$ cat src/rtl/burst_tx_pkg.sv
package burst_tx_pkg;
  parameter int WORD_W_DEF = 32;
  parameter int SYNC_STAGES_DEF = 2;
endpackage

$ cat src/rtl/btx_edge_sync.sv
module btx_edge_sync #(
  parameter int STAGES = 2
) (
  input  logic clk,
  input  logic rst_n,
  input  logic din,
  output logic evt
);
  logic [STAGES-1:0] sync_q, sync_d;
  logic              prev_q, prev_d;

  always_comb begin
    sync_d = {sync_q[STAGES-2:0], din};
    prev_d = sync_q[STAGES-1];
  end

  always_ff @(posedge clk or negedge rst_n) begin
    if (!rst_n) begin
      sync_q <= '0;
      prev_q <= 1'b0;
    end else begin
      sync_q <= sync_d;
      prev_q <= prev_d;
    end
  end

  assign evt = sync_q[STAGES-1] & ~prev_q;

  // one input edge yields a single one-cycle event
  a_r3_single_evt: assert property (@(posedge clk) disable iff (!rst_n)
    evt |=> !evt);
endmodule

$ cat src/rtl/btx_flag_clear.sv
module btx_flag_clear (
  input  logic clk,
  input  logic rst_n,
  input  logic load_evt,
  input  logic req_set,
  input  logic test_set,
  output logic xmit_q,
  output logic test_q,
  output logic clr_q
);
  logic xmit_d, test_d, clr_d;

  always_comb begin
    clr_d = clr_q;
    if (load_evt)
      clr_d = 1'b1;
    else if (clr_q && !xmit_q && !test_q)
      clr_d = 1'b0;

    xmit_d = xmit_q;
    test_d = test_q;
    if (clr_q) begin
      xmit_d = 1'b0;
      test_d = 1'b0;
    end else begin
      if (req_set)  xmit_d = 1'b1;
      if (test_set) test_d = 1'b1;
    end
  end

  always_ff @(posedge clk or negedge rst_n) begin
    if (!rst_n) begin
      clr_q  <= 1'b0;
      xmit_q <= 1'b0;
      test_q <= 1'b0;
    end else begin
      clr_q  <= clr_d;
      xmit_q <= xmit_d;
      test_q <= test_d;
    end
  end

  // an active clear leaves both flags low on the next cycle
  a_r6_clr_wipes: assert property (@(posedge clk) disable iff (!rst_n)
    clr_q |=> (!xmit_q && !test_q));
  // the clear ends once both flags read low
  a_r7_clr_ends: assert property (@(posedge clk) disable iff (!rst_n)
    (clr_q && !xmit_q && !test_q && !load_evt) |=> !clr_q);
endmodule

$ cat src/rtl/btx_shifter.sv
module btx_shifter #(
  parameter int WORD_W = 32
) (
  input  logic              clk,
  input  logic              rst_n,
  input  logic              load_evt,
  input  logic              shift_evt,
  input  logic [WORD_W-1:0] par_word,
  output logic              ser_out,
  output logic              done,
  output logic              overrun
);
  localparam int CNT_W = $clog2(WORD_W + 1);
  localparam logic [CNT_W-1:0] CNT_FULL = CNT_W'(WORD_W);

  logic [WORD_W-1:0] sreg_q, sreg_d;
  logic [CNT_W-1:0]  cnt_q, cnt_d;
  logic              ovr_q, ovr_d;

  always_comb begin
    sreg_d = sreg_q;
    cnt_d  = cnt_q;
    ovr_d  = ovr_q;
    if (load_evt) begin
      sreg_d = par_word;
      cnt_d  = '0;
    end else if (shift_evt) begin
      sreg_d = {sreg_q[WORD_W-2:0], 1'b0};
      if (cnt_q == CNT_FULL)
        ovr_d = 1'b1;
      else
        cnt_d = cnt_q + 1'b1;
    end
  end

  always_ff @(posedge clk or negedge rst_n) begin
    if (!rst_n) begin
      sreg_q <= '0;
      cnt_q  <= '0;
      ovr_q  <= 1'b0;
    end else begin
      sreg_q <= sreg_d;
      cnt_q  <= cnt_d;
      ovr_q  <= ovr_d;
    end
  end

  assign ser_out = sreg_q[WORD_W-1];
  assign done    = (cnt_q == CNT_FULL);
  assign overrun = ovr_q;

  // the count never passes the word width
  a_r4_cnt_bound: assert property (@(posedge clk) disable iff (!rst_n)
    cnt_q <= CNT_FULL);
  // overrun is sticky
  a_r8_ovr_sticky: assert property (@(posedge clk) disable iff (!rst_n)
    overrun |=> overrun);
  // the line is low once the word is out
  a_r8_line_low: assert property (@(posedge clk) disable iff (!rst_n)
    done |-> !ser_out);
  // a load restarts the count
  a_r9_restart: assert property (@(posedge clk) disable iff (!rst_n)
    load_evt |=> (!done && cnt_q == '0));
endmodule

$ cat src/rtl/burst_cmd_tx.sv
module burst_cmd_tx #(
  parameter int WORD_W      = burst_tx_pkg::WORD_W_DEF,
  parameter int SYNC_STAGES = burst_tx_pkg::SYNC_STAGES_DEF
) (
  input  logic              clk,
  input  logic              rst_n,
  input  logic [WORD_W-1:0] par_word,
  input  logic              req_set,
  input  logic              test_set,
  input  logic              load_n,
  input  logic              shift_clk,
  output logic              ser_out,
  output logic              xmit_req,
  output logic              test_mode,
  output logic              clr_active,
  output logic              done,
  output logic              overrun
);
  logic [1:0] rst_sync_q;
  logic       rst_int_n;
  logic       load_hi, load_evt, shift_evt;

  always_ff @(posedge clk or negedge rst_n) begin
    if (!rst_n) rst_sync_q <= 2'b00;
    else        rst_sync_q <= {rst_sync_q[0], 1'b1};
  end
  assign rst_int_n = rst_sync_q[1];

  assign load_hi = ~load_n;

  btx_edge_sync #(.STAGES(SYNC_STAGES)) u_load_sync (
    .clk(clk), .rst_n(rst_int_n), .din(load_hi), .evt(load_evt));

  btx_edge_sync #(.STAGES(SYNC_STAGES)) u_shift_sync (
    .clk(clk), .rst_n(rst_int_n), .din(shift_clk), .evt(shift_evt));

  btx_flag_clear u_flags (
    .clk(clk), .rst_n(rst_int_n), .load_evt(load_evt),
    .req_set(req_set), .test_set(test_set),
    .xmit_q(xmit_req), .test_q(test_mode), .clr_q(clr_active));

  btx_shifter #(.WORD_W(WORD_W)) u_shift (
    .clk(clk), .rst_n(rst_int_n), .load_evt(load_evt),
    .shift_evt(shift_evt), .par_word(par_word),
    .ser_out(ser_out), .done(done), .overrun(overrun));
endmodule

$ cat config.mk
export PLATFORM = sky130hd
export DESIGN_NAME = burst_cmd_tx
export DESIGN_NICKNAME = d
export VERILOG_FILES = /design/src/rtl/burst_tx_pkg.sv /design/src/rtl/btx_edge_sync.sv /design/src/rtl/btx_flag_clear.sv /design/src/rtl/btx_shifter.sv /design/src/rtl/burst_cmd_tx.sv
export SDC_FILE = /design/constraint.sdc
export NUM_CORES = 1
export LEC_CHECK = 0
export BUFFER_PORTS_ARGS = -buffer_cell sky130_fd_sc_hd__buf_4
export CORE_MARGIN = 8
export CORE_UTILIZATION = 50
export DETAILED_ROUTE_END_ITERATION = 8
export PLACE_DENSITY = 0.74
export SLEW_MARGIN = 20
export SYNTH_ARGS = -nofsm -noshare
export SYNTH_HDL_FRONTEND = slang
export SYNTH_HIERARCHICAL = 1
export SYNTH_SLANG_ARGS = --single-unit
$ cat constraint.sdc
create_clock -name clk -period 1.6 [get_ports clk]
set_input_delay 0.08 -clock clk [delete_from_list [all_inputs] [get_ports clk]]
set_output_delay 0.08 -clock clk [all_outputs]
set_load 0.05 [all_outputs]
==> results.json, run 1 <==
{
  "run_status": "finished, final reports clean",
  "timing.fmax_ghz": 0.6554,
  "rsz0062_at_grt": "false",
  "post_route_minimum_period_ns": 1.526,
  "postSynthCellCount": 203,
  "worst_path_max_delay_cell": "dfrtp_1",
  "timing.critical_path.cells": "inv_2, ha_4, nand2_1, and2b_1, buf_6",
  "globalplace.congestion": 0.7514,
  "cts-root-to-sink-buffers": 2,
  "final_layout_size_suffix_gt1_share_pct": 24.64,
  "synth.mux.area_fraction_pct": 15.00,
  "post_synth_main_area_contributors": "dfrtp_1 57%, mux2i_1 14%, o21ai_0 7.5%",
  "power_leakage_nw": 1.375,
  "synthAdderAreaFrac_pct": 1.132,
  "synth.yosys.warnings": 6,
  "hold_path_startpoint": "par_word[27]",
  "synth_compound_gate_area_share_pct": 9.791,
  "final_core_utilization_pct": 70.45,
  "floorplan.die.height_um": 82.50,
  "finalHoldViolCount": 0,
  "avgViaCountPerCell": 5.048,
  "avgRoutedWirePerCell_um": 13.51,
  "cp_slowest_stage_delay_ns": 0.41,
  "setup_viol": 0,
  "wl_um": 4485,
  "tritoncts_num_sinks": 50,
  "synth-seq-cells": 50,
  "worstSetupEndpointType": "output pin",
  "fill_cells": 318,
  "clock-skew-final_ns": 0.007622,
  "finalNetCount": 319,
  "detail_route.drc_violations": 0,
  "initial_utilization_pct": 51.49,
  "worstHoldPathCells": 3,
  "multi_input_comb_area_um2": 897.1,
  "timing.critical_path.from": "u_shift/cnt_q[0]",
  "grt_pass1_wl_um": 7348,
  "worst-endpoint-arrival_ns": 1.45,
  "ctsRootBufferMaster": "clkbuf_8",
  "post-dp-hpwl_um": 2903,
  "cts_tree": "built",
  "ios": 44,
  "grt_overflow": 0,
  "h-tree-depth": 2,
  "die_width_um": 82.50,
  "n_antenna_cell": 0,
  "detailedRoute.firstIterationViolations": 98,
  "core_region_area_um2": 4294,
  "yosys.area_share.simple_pct": 12.85,
  "clock_latency_ns": 0.30,
  "yosys.cell_types.count": 30,
  "dr_total_vias": 1676,
  "synth-xor-area-share_pct": 0.7923,
  "floorplan.die_area_um2": 6805,
  "cts_made_buffers": 5,
  "drtAntennaViolNets": 0,
  "largest_area_contributor_in_the_netlist": "dfrtp_1",
  "grt.total_usage_pct": 13.92,
  "cp.required_ns": 1.52,
  "final-max-slew-violation-count": 0,
  "critical_path.n_buffers_inverters": 2,
  "tns_ns": 0,
  "synth_sequential_area_ratio_pct": 56.59,
  "crit-reg2reg-launch": "u_shift_sync/prev_q",
  "grt_pass1_vias": 1638,
  "row_count": 24,
  "reg2regPathDepth": 4,
  "critical_path.top_delay_family": "flip-flops",
  "post-route-period-util_pct": 95.36,
  "layout-area-overhead-vs-synth_pct": 36.84,
  "first_pass_iteration_count_of_the_detailed_router": 4,
  "cp-start-kind": "flop",
  "syn-mean-instance-area_um2": 10.89,
  "antenna_found_initial": 0,
  "hold_path_class": "primary input to flop",
  "dp.cells": 294,
  "stdcell_count": 332,
  "cap_violations": 0,
  "post_synth_instance_area_um2": 2211,
  "critical_path_peak_fanout": 4,
  "clk_transition_reported_paths_ns": 0.09,
  "power.density_nw_per_um2": 965.3,
  "crit_type": "flop to output pin",
  "numPortBuffers": 43,
  "synth_top_family_by_area": "multiplexers",
  "ir_drop_mv": 0.7770,
  "synth_fp_nets": 243,
  "cp.depth": 5,
  "register_area_um2": 1252,
  "largest_net_degree_at_the_start_of_global_routing": 41,
  "yosysTopAreaCellShare_pct": 56.59
}
[cell usage in the layout (no fill, tap or decap), types with 2 or more instances in the layout]
cell | netlist | routed
buf_4 | 4 | 51
dfrtp_1 | 50 | 49
nand2_1 | 36 | 36
o21ai_0 | 33 | 33
mux2i_1 | 32 | 32
dlygate4sd3_1 | 0 | 29
clkbuf_8 | 0 | 6
nor2_1 | 6 | 6
nand4_1 | 4 | 4
inv_1 | 4 | 2
nor2b_4 | 2 | 2
inv_2 | 0 | 2
xor2_1 | 2 | 2
a21oi_1 | 2 | 2
nand3_1 | 2 | 2
[layout make-up]
| cell class | count | share of cell area (%) |
|---|---|---|
| multi-input cells | 136 | 29.65 |
| clock inverters | 1 | 0.1654 |
| inverters | 4 | 0.4963 |
| clock buffers | 7 | 2.854 |
| repair buffers | 82 | 23.28 |
| well taps | 52 | 2.151 |
| flip-flops and latches | 50 | 41.40 |
[state kept, by name, summed over array words and instances (netlist names), 2 cells and up]
register	flops
u_shift/sreg_q	32
u_load_sync/sync_q	2
rst_sync_q	2
u_shift/cnt_q	6
u_shift_sync/sync_q	2
[worst paths after layout]
kind                       slack (ns)                 end
hold / removal                  0.007  u_shift/sreg_q[27]
setup reg to reg                 0.18    u_shift/cnt_q[5]
min in group asynchronous        0.10       rst_sync_q[1]
max in group asynchronous        0.98  u_shift/sreg_q[26]
hold reg to reg                  0.14  u_shift/sreg_q[13]
setup / recovery                 0.07                done
[Yosys cell counts]
master	number
dfrtp_1	50
nand2_1	36
o21ai_0	33
mux2i_1	32
clkbuf_1	7
nor2_1	6
buf_4	4
inv_1	4
nand4_1	4
a21oi_1	2
buf_2	2
ha_1	2
nand3_1	2
nor2b_4	2
xor2_1	2
a311o_1	1
a31o_2	1
and2b_1	1
and4b_1	1
conb_1	1
mux2_2	1
nand2b_1	1
nand3b_1	1
nand4b_1	1
nor3_2	1
nor3b_1	1
o21ai_1	1
o311ai_0	1
o311ai_1	1
or3_1	1
[stage by stage]
stage                     setup slack (ns)  cell area, um^2  total power, W  hold WS [ns]
after floorplan                    0.04615             2211        0.001920       -0.2156
after global placement              0.2342             2614        0.002119       -0.1356
after detailed placement            0.1985             2614        0.002137       -0.1363
after CTS                          0.02438             3019        0.002955     0.0005365
after global routing              0.006643             3025        0.003088      0.001698
final                              0.07425             3025        0.002920      0.006663
[where the power goes]
group          leakage (nW)  internal [W]  total [W]  switching (W)
logic                 0.708      0.000311   0.000637       0.000326
registers             0.619       0.00144    0.00156       0.000115
clock network        0.0482      0.000349   0.000727       0.000378
[kinds of logic (layout without fill, tap and decap cells)]
| group | Yosys count | in the layout |
|---|---|---|
| buf+inv | 17 | 94 |
| fa+ha+maj | 2 | 2 |
| mux | 33 | 33 |
| other cells | 1 | 1 |
| compound gates | 40 | 40 |
| xor+xnor | 2 | 2 |
| simple gates | 58 | 58 |
| flops | 50 | 50 |
[worst min-delay path, cell delays in order]
cell	delay (ns)
buf_4	0.07
nand2_1	0.04
o21ai_0	0.07
[per-layer routing]
layer  wire (um)  vias up  global-route usage, %  part of all wire (%)
met5           0        -                      0                     0
met4          65        0                  6.207                   1.4
met3         240        5                  3.463                   5.4
met2        2137       36                  22.63                    48
met1        2042      784                  17.19                    46
li1            -      851                      -                     -
[what timing repair did]
action / in CTS / in global routing
endpoints found under the hold margin: 30 / 0
pin swaps: 1 / 0
setup endpoints to repair: 1 / 1
hold buffers: 29 / 0
resized for setup: 3 / 3
buffers inserted: 1 / 0
Note: power is estimated with default switching activity, not from simulation.
==> run 2, diff against run 1 <==
CELL_PAD_IN_SITES_DETAIL_PLACEMENT = 1   (was default)
CELL_PAD_IN_SITES_GLOBAL_PLACEMENT = 1   (was default)
CORE_UTILIZATION = 42   (was 50)
PLACE_DENSITY = 0.78   (was 0.74)
==> run 2 against run 1 <==
  * Clock power increased by 29%
  * Sequential cell count stayed put
  * Sequential share of layout area is 1.4 points lower
  * Core utilization shrank 9.1 points
  * Largest power group unchanged
  * Clock skew down 0.0019 ns
  * Critical endpoint unchanged
==> results.json, run 2 (synthesis results as in run 1) <==
{
  "run_status": "finished, final reports clean",
  "avgViaCountPerCell": 5.096,
  "global_route.usage.met3_pct": 3.807,
  "largest_net_degree_at_the_start_of_global_routing": 60,
  "finalNetCount": 323,
  "post-dp-hpwl_um": 3532,
  "numPortBuffers": 43,
  "final_common_cell": "buf_4",
  "timing.fmax_ghz": 0.6561,
  "ctsRootBufferMaster": "clkbuf_8",
  "fill_cells": 537,
  "final_core_utilization_pct": 61.34,
  "power_leakage_nw": 1.407,
  "crit_type": "flop to output pin",
  "cts-root-to-sink-buffers": 2,
  "register_area_um2": 1252,
  "timing.reg2reg.setup_slack_ns": 0.17,
  "floorplan.die.height_um": 88.56,
  "clock_latency_ns": 0.31,
  "power.density_nw_per_um2": 1021,
  "final.setup.worst_slack_ns": 0.07577,
  "groute.layer.met2.usage_pct": 29.06,
  "finalHoldViolCount": 0,
  "drtAntennaViolNets": 0,
  "n_antenna_cell": 0,
  "initial_utilization_pct": 43.29,
  "cts_made_buffers": 5,
  "grt_overflow": 0,
  "grt_pass1_vias": 2107,
  "cp.required_ns": 1.52,
  "ios": 44,
  "critical_path_peak_fanout": 4,
  "leading_registers_by_flop_count": "u_shift/sreg_q x32, u_shift/cnt_q x6",
  "largest_reg_flops": 32,
  "top_register": "u_shift/sreg_q",
  "avgRoutedWirePerCell_um": 16.76,
  "row_count": 26,
  "grt.total_usage_pct": 16.28,
  "cts_tree": "built",
  "dr_total_vias": 1804,
  "clock-skew-final_ns": 0.005746,
  "hold_path_class": "primary input to flop",
  "wl_um": 5932,
  "layout-area-overhead-vs-synth_pct": 41.71,
  "floorplan.die_area_um2": 7842,
  "pre_cts_ws_ns": 0.1594,
  "detailedRoute.firstIterationViolations": 47,
  "most-common-layout-cells": "50 x buf_4, 49 x dfrtp_1, 35 x nand2_1",
  "antenna_found_initial": 0,
  "die_width_um": 88.56,
  "grt.busiest_layer": "met2",
  "stdcell_area_um2": 3133,
  "cap_violations": 0,
  "worst-endpoint-arrival_ns": 1.44,
  "h-tree-depth": 2,
  "worstSetupEndpointType": "output pin",
  "grt_pass1_wl_um": 9922,
  "final-max-slew-violation-count": 0,
  "detail_route.drc_violations": 0,
  "design_power_total_w": 0.003199,
  "final_layout_size_suffix_gt1_share_pct": 25.35,
  "setup_viol": 0,
  "placed_cell_area_um2": 2634,
  "ir_drop_mv": 0.5666,
  "tritoncts_num_sinks": 50,
  "first_pass_iteration_count_of_the_detailed_router": 4,
  "post-route-period-util_pct": 95.26,
  "cp-start-kind": "flop",
  "clk_transition_reported_paths_ns": 0.10,
  "core_region_area_um2": 5107,
  "post_route_minimum_period_ns": 1.524,
  "grt_util_met1_pct": 18.46,
  "multi_input_comb_area_um2": 900.9,
  "globalplace.congestion": 0.7593
}
==> run 2: changes by cell type in the layout (fill, tap and decap cells not counted), sizes merged <==
cell,previous run,this run
clkbuf,7,5
bufinv,0,1
clkinv,1,0
inv,4,6
dlygate4sd3,29,33
==> run 2: cell type report <==
type | count | area share, %
inverter | 4 | 0.4792
clock buffer | 5 | 2.196
timing repair buffer | 86 | 24.28
multi-input combinational | 136 | 28.75
sequential | 50 | 39.98
clock inverter | 3 | 1.518
tap | 70 | 2.796
==> run 2: repair_timing <==
item,4_1_cts,5_1_grt
hold endpoints to repair,33,1
pin swaps,1,0
setup buffers,2,1
hold buffers,32,1
gates resized for setup,4,5
endpoints found under the setup margin,1,1
==> run 2: power by group <==
part	total (W)	internal, W	switching, W	leakage [nW]
registers	0.00157	0.00144	0.000123	0.619
clock network	0.000940	0.000478	0.000462	0.0591
logic	0.000693	0.000329	0.000365	0.728
total	0.00320	0.00225	0.000951	1.41
==> run 2: final timing paths <==
| check | startpoint | to | cells past startpoint |
|---|---|---|---|
| min in group asynchronous | rst_n | rst_sync_q[1] | 2 |
| hold reg to reg | rst_sync_q[1] | u_flags/clr_q | 0 |
| max in group asynchronous | rst_sync_q[1] | u_shift/sreg_q[1] | 1 |
| setup reg to reg | u_shift_sync/prev_q | u_shift/sreg_q[22] | 4 |
| setup / recovery | u_shift/cnt_q[0] | done | 5 |
| hold / removal | par_word[0] | u_shift/sreg_q[0] | 3 |
==> run 2: metrics by stage <==
step,setup TNS [ns],instances,hold slack [ns]
3_3_place_gp,0,310,-0.1353
5_1_grt,-0.005899,354,0.008074
4_1_cts,0,352,0.001258
6_report,0,354,0.006262
3_5_place_dp,0,310,-0.1353
2_1_floorplan,0,203,-0.2156
==> run 2: critical path, cell delays in order (launching register included) <==
cell and delay, ns:
dfrtp_1 0.41, inv_2 0.09, ha_4 0.16, nand2_2 0.08
and2b_2 0.25, buf_8 0.15
==> run 2: routing by layer <==
layer | routed length [um] | vias to the layer above | part of all wire (%)
met5 | 0 | - | 0
met4 | 87 | 0 | 1.5
met3 | 211 | 10 | 3.6
met2 | 3158 | 35 | 53
met1 | 2474 | 903 | 42
li1 | - | 856 | -
